$ cat src/rtl/fe_pkg.sv
package fe_pkg;
   // source of the value carried by a read response
   typedef enum logic [1:0] {
      SRC_NONE = 2'd0,
      SRC_LOOK = 2'd1,
      SRC_WAKE = 2'd2
   } rsp_src_e;

   function automatic bit is_pow2(input int unsigned v);
      return (v != 0) && ((v & (v - 1)) == 0);
   endfunction
endpackage

$ cat src/rtl/fe_tag_array.sv
module fe_tag_array #(
   parameter int unsigned DATA_W     = 16,
   parameter int unsigned DEPTH      = 32,
   parameter bit          ZERO_ON_RST = 1'b1,
   localparam int unsigned ADDR_W    = $clog2(DEPTH)
) (
   input  logic              clk,
   input  logic              rst_n,
   input  logic              wr_en,
   input  logic              wr_clr,
   input  logic [ADDR_W-1:0] wr_addr,
   input  logic [DATA_W-1:0] wr_data,
   output logic              wr_was_full,
   input  logic [ADDR_W-1:0] lk_addr,
   output logic              lk_full,
   output logic [DATA_W-1:0] lk_data
);
   logic [DEPTH-1:0]  tag_q;
   logic [DATA_W-1:0] mem_q [DEPTH];
   logic              store;
   logic              same_word;

   assign store     = wr_en && !wr_clr;
   assign same_word = wr_en && (wr_addr == lk_addr);

   always_ff @(posedge clk or negedge rst_n) begin
      if (!rst_n) begin
         tag_q <= '0;
      end else if (wr_en) begin
         tag_q[wr_addr] <= !wr_clr;
      end
   end

   generate
      if (ZERO_ON_RST) begin : g_mem_rst
         always_ff @(posedge clk or negedge rst_n) begin
            if (!rst_n) begin
               for (int i = 0; i < DEPTH; i++) mem_q[i] <= '0;
            end else if (store) begin
               mem_q[wr_addr] <= wr_data;
            end
         end
      end else begin : g_mem_plain
         always_ff @(posedge clk) begin
            if (store) mem_q[wr_addr] <= wr_data;
         end
      end
   endgenerate

   // lookup sees the write of the same cycle (write-first)
   always_comb begin
      wr_was_full = tag_q[wr_addr];
      lk_full     = same_word ? !wr_clr : tag_q[lk_addr];
      lk_data     = (same_word && !wr_clr) ? wr_data : mem_q[lk_addr];
   end


   fill_sets_tag_chk: assert property (@(posedge clk) disable iff (!rst_n)
      (wr_en && !wr_clr) |=> tag_q[$past(wr_addr)]);

   clear_drops_tag_chk: assert property (@(posedge clk) disable iff (!rst_n)
      (wr_en && wr_clr) |=> !tag_q[$past(wr_addr)]);
endmodule

$ cat src/rtl/fe_wait_slot.sv
module fe_wait_slot #(
   parameter int unsigned ADDR_W = 5
) (
   input  logic              clk,
   input  logic              rst_n,
   input  logic              park,
   input  logic [ADDR_W-1:0] park_addr,
   input  logic              fill,
   input  logic [ADDR_W-1:0] fill_addr,
   output logic              busy,
   output logic              wake,
   output logic [ADDR_W-1:0] wait_addr
);
   logic              busy_q;
   logic [ADDR_W-1:0] addr_q;

   assign busy      = busy_q;
   assign wait_addr = addr_q;
   assign wake      = busy_q && fill && (fill_addr == addr_q);

   always_ff @(posedge clk or negedge rst_n) begin
      if (!rst_n) begin
         busy_q <= 1'b0;
         addr_q <= '0;
      end else if (wake) begin
         busy_q <= 1'b0;
      end else if (park) begin
         busy_q <= 1'b1;
         addr_q <= park_addr;
      end
   end


   single_park_chk: assert property (@(posedge clk) disable iff (!rst_n)
      park |-> !busy_q);
endmodule

$ cat src/rtl/fe_tagged_mem.sv
module fe_tagged_mem #(
   parameter int unsigned DATA_W      = 16,
   parameter int unsigned DEPTH       = 32,
   parameter bit          ZERO_ON_RST = 1'b1,
   localparam int unsigned ADDR_W     = $clog2(DEPTH)
) (
   input  logic              clk,
   input  logic              rst_n,
   input  logic              wr_valid,
   output logic              wr_ready,
   input  logic              wr_clear,
   input  logic [ADDR_W-1:0] wr_addr,
   input  logic [DATA_W-1:0] wr_data,
   output logic              wr_overwrite,
   input  logic              rd_valid,
   output logic              rd_ready,
   input  logic              rd_sync,
   input  logic [ADDR_W-1:0] rd_addr,
   output logic              rsp_valid,
   output logic [DATA_W-1:0] rsp_data,
   output logic              rsp_full
);
   import fe_pkg::*;

   generate
      if (DATA_W < 1) begin : g_bad_width
         $error("fe_tagged_mem: DATA_W must be at least 1");
      end
      if (DEPTH < 2 || !is_pow2(DEPTH)) begin : g_bad_depth
         $error("fe_tagged_mem: DEPTH must be a power of two, at least 2");
      end
   endgenerate

   logic              lk_full;
   logic [DATA_W-1:0] lk_data;
   logic              was_full;
   logic              busy;
   logic              wake;
   logic [ADDR_W-1:0] wait_addr;
   logic              rd_fire;
   logic              park;
   logic              fill;
   rsp_src_e          src;

   logic              rsp_valid_q;
   logic [DATA_W-1:0] rsp_data_q;
   logic              rsp_full_q;
   logic              ovw_q;

   assign wr_ready = 1'b1;
   assign rd_ready = !busy;
   assign rd_fire  = rd_valid && !busy;
   assign fill     = wr_valid && !wr_clear;
   assign park     = rd_fire && rd_sync && !lk_full;

   fe_tag_array #(
      .DATA_W     (DATA_W),
      .DEPTH      (DEPTH),
      .ZERO_ON_RST(ZERO_ON_RST)
   ) u_array (
      .clk        (clk),
      .rst_n      (rst_n),
      .wr_en      (wr_valid),
      .wr_clr     (wr_clear),
      .wr_addr    (wr_addr),
      .wr_data    (wr_data),
      .wr_was_full(was_full),
      .lk_addr    (rd_addr),
      .lk_full    (lk_full),
      .lk_data    (lk_data)
   );

   fe_wait_slot #(
      .ADDR_W(ADDR_W)
   ) u_slot (
      .clk      (clk),
      .rst_n    (rst_n),
      .park     (park),
      .park_addr(rd_addr),
      .fill     (fill),
      .fill_addr(wr_addr),
      .busy     (busy),
      .wake     (wake),
      .wait_addr(wait_addr)
   );

   always_comb begin
      if (wake)                               src = SRC_WAKE;
      else if (rd_fire && (!rd_sync || lk_full)) src = SRC_LOOK;
      else                                    src = SRC_NONE;
   end

   always_ff @(posedge clk or negedge rst_n) begin
      if (!rst_n) begin
         rsp_valid_q <= 1'b0;
         rsp_data_q  <= '0;
         rsp_full_q  <= 1'b0;
         ovw_q       <= 1'b0;
      end else begin
         rsp_valid_q <= (src != SRC_NONE);
         ovw_q       <= fill && was_full;
         case (src)
            SRC_WAKE: begin
               rsp_data_q <= wr_data;
               rsp_full_q <= 1'b1;
            end
            SRC_LOOK: begin
               rsp_data_q <= lk_data;
               rsp_full_q <= lk_full;
            end
            default: ;
         endcase
      end
   end

   assign rsp_valid    = rsp_valid_q;
   assign rsp_data     = rsp_data_q;
   assign rsp_full     = rsp_full_q;
   assign wr_overwrite = ovw_q;


   plain_answer_chk: assert property (@(posedge clk) disable iff (!rst_n)
      (rd_valid && rd_ready && !rd_sync) |=> (rsp_valid && rd_ready));

   sync_hit_chk: assert property (@(posedge clk) disable iff (!rst_n)
      (rd_valid && rd_ready && rd_sync) |=> ((rsp_valid && rsp_full) || !rd_ready));

   wake_data_chk: assert property (@(posedge clk) disable iff (!rst_n)
      (!rd_ready && wr_valid && !wr_clear && wr_addr == wait_addr)
      |=> (rsp_valid && rsp_full && rd_ready && rsp_data == $past(wr_data)));

   ready_fall_chk: assert property (@(posedge clk) disable iff (!rst_n)
      $fell(rd_ready) |-> $past(rd_valid && rd_sync));

   overwrite_src_chk: assert property (@(posedge clk) disable iff (!rst_n)
      wr_overwrite |-> $past(wr_valid && !wr_clear));
endmodule

$ cat config.mk
export PLATFORM = sky130hd
export DESIGN_NAME = fe_tagged_mem
export DESIGN_NICKNAME = d
export VERILOG_FILES = /design/src/rtl/fe_pkg.sv /design/src/rtl/fe_tag_array.sv /design/src/rtl/fe_wait_slot.sv /design/src/rtl/fe_tagged_mem.sv
export SDC_FILE = /design/constraint.sdc
export NUM_CORES = 1
export LEC_CHECK = 0
export CORE_ASPECT_RATIO = 2
export CORE_MARGIN = 2
export CORE_UTILIZATION = 40
export CTS_CLUSTER_SIZE = 24
export DETAILED_ROUTE_END_ITERATION = 6
export PLACE_DENSITY = 0.51
export RECOVER_POWER = 50
export SLEW_MARGIN = 20
export SYNTH_ARGS = -nofsm -noshare
export SYNTH_HDL_FRONTEND = slang
export SYNTH_SLANG_ARGS = --single-unit
$ cat constraint.sdc
create_clock -name clk -period 2.6 [get_ports clk]
set_input_delay 0.52 -clock clk [delete_from_list [all_inputs] [get_ports clk]]
set_output_delay 0.52 -clock clk [all_outputs]
set_load 0.02 [all_outputs]
# == Word level (Yosys, flattened, before mapping) ==
# Cells that the tools add are included.
# totals
out_inout_bits,21
ff_bits,569
wordCells,94
# classes
n_eq_ne,4
bitwise,3
reduce_logical,21
n_mux,21
n_lt_le_gt_ge,6
# op_table
op,n
$bwmux 512,1
$bmux 16 s5,1
$demux 16 s5,1
$mux 16,4
$bwmux 32,1
$pmux 16 s2,1
$ge 6x6->1 const B,2
$logic_and 1x1->1,12
$lt 5x6->1 const B,2
$not 5->6,2
$bmux 1 s5,2
$eq 5x5->1,2
$mux 1,7
$lt 6x1->1 const B,1
$reduce_bool 2->1,3
$demux 1 s5,1
$ge 5x1->1 const B,1
$logic_not 1->1,4
$eq 2x1->1 const B,1
$eq 2x2->1 const B,1
$mux 2,1
$pmux 1 s2,1
$reduce_and 2->1,1
$logic_or 1x1->1,1
$not 1->1,1

# == Logic depth before layout (Yosys ltp) ==
# depth
ltp_word,9
mapped_depth,11

# == Cells and area by module ==
# Synthesis repeated with hierarchy kept, for this count alone.
# hier_totals
hier_cells,1819
area_unflattened_um2,26764.4
# by_module_without_submodules
mod,cells_per_inst,seq_area_each_um2,area_per_inst_um2,n_inst
fe_tag_array,1691,13613.1,25394.4,1
fe_tagged_mem,106,475.5,1081.0,1
fe_wait_slot,22,150.1,289.0,1

# == Least setup slack after synthesis ==
# OpenSTA, ideal clock, no wires.
# synth_timing
kind,input -> register
start,input rd_addr[1]
end,register rsp_data_q[10] (netlist: rsp_data[10])
arrival_time_ps,2469
setup_time_ps,126
path_slack_ps,5
stages,10
path_buffers,4
cell_sequence,buf_2 > buf_6 > buf_2 > buf_1 > mux4_2 > a22oi_1 > nand2_1 > nor3_1 > nor2_1 > a221o_1
# synth_via
elab_chain_len,9
word_cells_on_any_way,19
# synth_rtl
element,line,text
start: declaration,fe_tagged_mem.sv:18,"input logic [ADDR_W-1:0] rd_addr,"
$bmux 1 s5 or $eq 5x5->1 (tied branches),"fe_tag_array.sv:53, fe_tag_array.sv:24",
$mux 1 (not written as such) or $logic_and 1x1->1 (tied branches),"fe_tag_array.sv:53, fe_tag_array.sv:24",
$mux 1,fe_tag_array.sv:53,lk_full = same_word ? !wr_clr : tag_q[lk_addr];
$logic_or 1x1->1,fe_tagged_mem.sv:89,else if (rd_fire && (!rd_sync || lk_full)) src = SRC_LOOK;
$logic_and 1x1->1,fe_tagged_mem.sv:89,
$mux 1,fe_tagged_mem.sv:89,
$mux 2,fe_tagged_mem.sv:88,if (wake) src = SRC_WAKE;
$eq 2x1->1 or $eq 2x2->1 (tied branches),fe_tagged_mem.sv:102,case (src)
$pmux 16 s2 or $reduce_bool 2->1 (tied branches),-,
end signal: assignment,fe_tagged_mem.sv:104,rsp_data_q <= wr_data;
end signal: assignment,fe_tagged_mem.sv:108,rsp_data_q <= lk_data;
end: declaration,fe_tagged_mem.sv:46,logic [DATA_W-1:0] rsp_data_q;
# Several ways; a longest one is shown, not always the timed one. The select of a mux whose other input is x is not followed.
# A chain may end at the register's enable or synchronous reset.

# == Final worst setup path ==
# layout_timing
start,input wr_addr[4]
end,register u_array.mem_q[53] (netlist bit)
# layout_via
elab_chain_len,6
word_cells_on_any_way,7
# layout_rtl
element,line,text
start: declaration,fe_tagged_mem.sv:12,"input logic [ADDR_W-1:0] wr_addr,"
$not 5->6 (not written as such) *,fe_tag_array.sv:40,mem_q[wr_addr] <= wr_data;
$ge 6x6->1 (not written as such) or $lt 6x1->1 (tied branches),fe_tag_array.sv:40,
$logic_and 1x1->1 (not written as such),fe_tag_array.sv:40,
$mux 16 (not written as such),fe_tag_array.sv:40,
$demux 16 s5 *,fe_tag_array.sv:40,
$bwmux 512 *,fe_tag_array.sv:40,
end signal: indexed assignment,fe_tag_array.sv:40,
end: declaration,fe_tag_array.sv:19,logic [DATA_W-1:0] mem_q [DEPTH];
# Mark *: on every way between the ends. The rest lies on a longest branch, timed or not.

==> flow_metrics.tcl <==
set metrics [dict create \
    cts_tree "yes" \
    path_max_fanout 16 \
    slew_viol_final 46 \
    io_pins 53 \
    dpl_cell_area_sq_mm 0.0297 \
    synth_area_leaders "dfrtp_1, mux2_2, mux4_2" \
    mostFrequentLayoutCell "mux2_2" \
    worstSetupPathType "in2reg" \
    syn_area_per_cell_sq_um 14.2 \
    die_h_um 368 \
    cts_sinks 569 \
    yosys.area.top_type_share_pct 53.9 \
    fin_skew_ns 0.0258 \
    synthesis.area_sq_mm 0.0264 \
    max_freq_mhz 418 \
    start_kind "primary input" \
    hold_path_class "reg2reg" \
    crit_required_ns 3.09 \
    outcome "finished, violations left" \
    timing.hold.ws_ns 0.501 \
    setup_viol_count_final 0 \
    layout_common_cells "mux2_2, dfrtp_1, buf_4" \
    fin_nets 2038 \
    async_flop_share_pct 100 \
    synth_top_area_cell "dfrtp_1" \
    violations "capacitance limit, slew limit" \
    gp_congestion 0.827 \
    maxCapViolations 1 \
    synthesis.nets 1893 \
    vdd.ir_drop.worst_v 0.000536 \
    crit_path_end_kind "register" \
    die_w_um 186 \
    synth-seq-cells 569 \
    clk_latency_ns 0.61 \
    rows 133 \
    hold_violations 0 \
    dieArea_sq_mm 0.0683 \
    drt_iter0_markers 700 \
    grt_overflow 0 \
    grt_first_pass_wirelength_mm 117 \
    relSlewSlack_pct -10.7 \
    synth_cell_types 55 \
    powerDensity_mw_per_mm2 737 \
    setup_tns_ns 0 \
    portBuffers 51 \
    period_minus_slack_ns 2.39 \
    drc 0 \
    initial_core_util_pct 40.3 \
    hold_depth 1 \
    hpwl_mm 51.6 \
    p_leak_uw 0.0147 \
    rsz0062_at_grt "no" \
    fin_crit_sh_pct 92.0 \
    drt-pass1-iter-count 5 \
    avgRoutedWirePerCell_um 26.3 \
    coreArea_sq_mm 0.0656 \
    detail_route.vias_per_cell 5.60 \
    cts_made_buffers 53 \
    fin_area_sq_mm 0.0316 \
    ff2ff_path_depth 6 \
    ant_nets 0 \
    drive_gt1_share_pct 49.2 \
    clk_path_buf_depth 3 \
    antenna_found_initial 1 \
    cts.htree.levels 2 \
    worst_pin_slew_ns 1.66 \
    vias 16400 \
    ys.flop_type "dfrtp_1" \
    post_cts_buffers 0 \
    nFillCells 5858 \
    track_usage_pct 23.3 \
    wl_mm 77.1 \
    grt_pass1_vias 17900 \
    yosysSeqAreaShare_pct 53.9 \
    area_growth_pct 19.4 \
    syn_inst 1861 \
    synth-edff-count 0 \
    ys_warn_count 0 \
    num_antenna_cells 0 \
    clk_pin_slew_ns 0.07 \
    grt_max_degree 74 \
    root_buffer "clkbuf_16" \
    cp.arrival_ns 2.88 \
]
## power by group
group	internal [uW]	switching, uW	leakage (uW)
logic	2080	1650	0.00621
registers	10100	725	0.00754
clock network	5150	3500	0.000954
total	17400	5880	0.0147
## registers in the layout, indices dropped and copies added, names as in the netlist
| register | cells |
|---|---|
| u_slot.busy | 1 |
| rsp_data | 16 |
| rsp_valid | 1 |
| rsp_full | 1 |
| wr_overwrite | 1 |
| u_slot.wait_addr | 5 |
| u_array.mem_q | 512 |
| u_array.tag_q | 32 |
## layer usage
layer,part of all wire (%),vias to the layer above,global-route usage (%)
met5,0,-,0
met4,2.8,0,6.78
met3,2.5,106,2.31
met2,55,271,42.8
met1,40,8848,28.5
li1,-,7162,-
## cell usage after synthesis, drive strengths merged, types with 5 or more instances
library cell and count:
nor3 44, o21ai 39, mux2i 23, o31ai 5
a21oi 9, nor2 35, or2 5, buf 84
a22o 12, nor2b 23, clkbuf 80, a221o 16
o22ai 58, nand3 9, nand2 58, a22oi 28
inv 5, nand2b 6, xor2 7, mux4 78
mux2 629, dfrtp 569
## layout make-up
type | count | area (sq um) | share of cell area (%)
Clock buffer | 83 | 1650 | 5.23
Clock inverter | 15 | 293 | 0.928
Inverter | 5 | 18.8 | 0.0595
Multi-Input combinational cell | 1123 | 11500 | 36.3
Sequential cell | 569 | 14200 | 45.1
Tap cell | 877 | 1100 | 3.48
Timing Repair Buffer | 254 | 2790 | 8.84
## path summary, 6_finish.rpt
kind	startpoint	slack, ns	to
hold reg to reg	u_array.mem_q[505]	0.50	u_array.mem_q[505]
setup reg to reg	u_array.tag_q[1]	0.23	rsp_data[6]
hold / removal	u_array.mem_q[505]	0.50	u_array.mem_q[505]
max in group asynchronous	rst_n	0.37	u_array.mem_q[54]
min in group asynchronous	rst_n	0.87	u_array.mem_q[405]
setup / recovery	wr_addr[4]	0.21	u_array.mem_q[53]
## cells by family (layout without fill, tap and decap cells)
group / count (synthesis) / after routing / share of synthesized area (%)
buffers and inverters: 169 / 357 / 2.93
xor gates and xnor gates: 10 / 10 / 0.331
AOI/OAI and AO/OA: 181 / 181 / 4.65
other: 1 / 1 / 0.0142
muxes: 730 / 730 / 34.4
DFF: 569 / 569 / 53.9
and+or+nand+nor: 201 / 201 / 3.85
## through the flow
stage          std cells  utilization, %  setup slack [ns]  total power, uW
2_1_floorplan       1861               -           0.00460            13200
3_3_place_gp        2827            45.2            -0.354            14600
3_5_place_dp        2827            45.2            -0.362            14800
4_1_cts             2926            48.2             0.242            23500
5_1_grt             2926            48.1            0.0909            24300
6_report            2926            48.1             0.208            23200
## repair_timing
action / CTS / global route
gates resized for setup: 0 / 0
endpoints found under the hold margin: 38 / 0
hold buffers: 1 / 0
## worst max-delay path, cell delays in order
cell             delay (ns)
clkdlybuf4s50_1        0.51
clkbuf_1               0.50
nand3_1                0.26
buf_12                 0.22
nor3_4                 0.26
buf_12                 0.22
mux2_2                 0.35
Note: power is estimated with default switching activity, not from simulation.
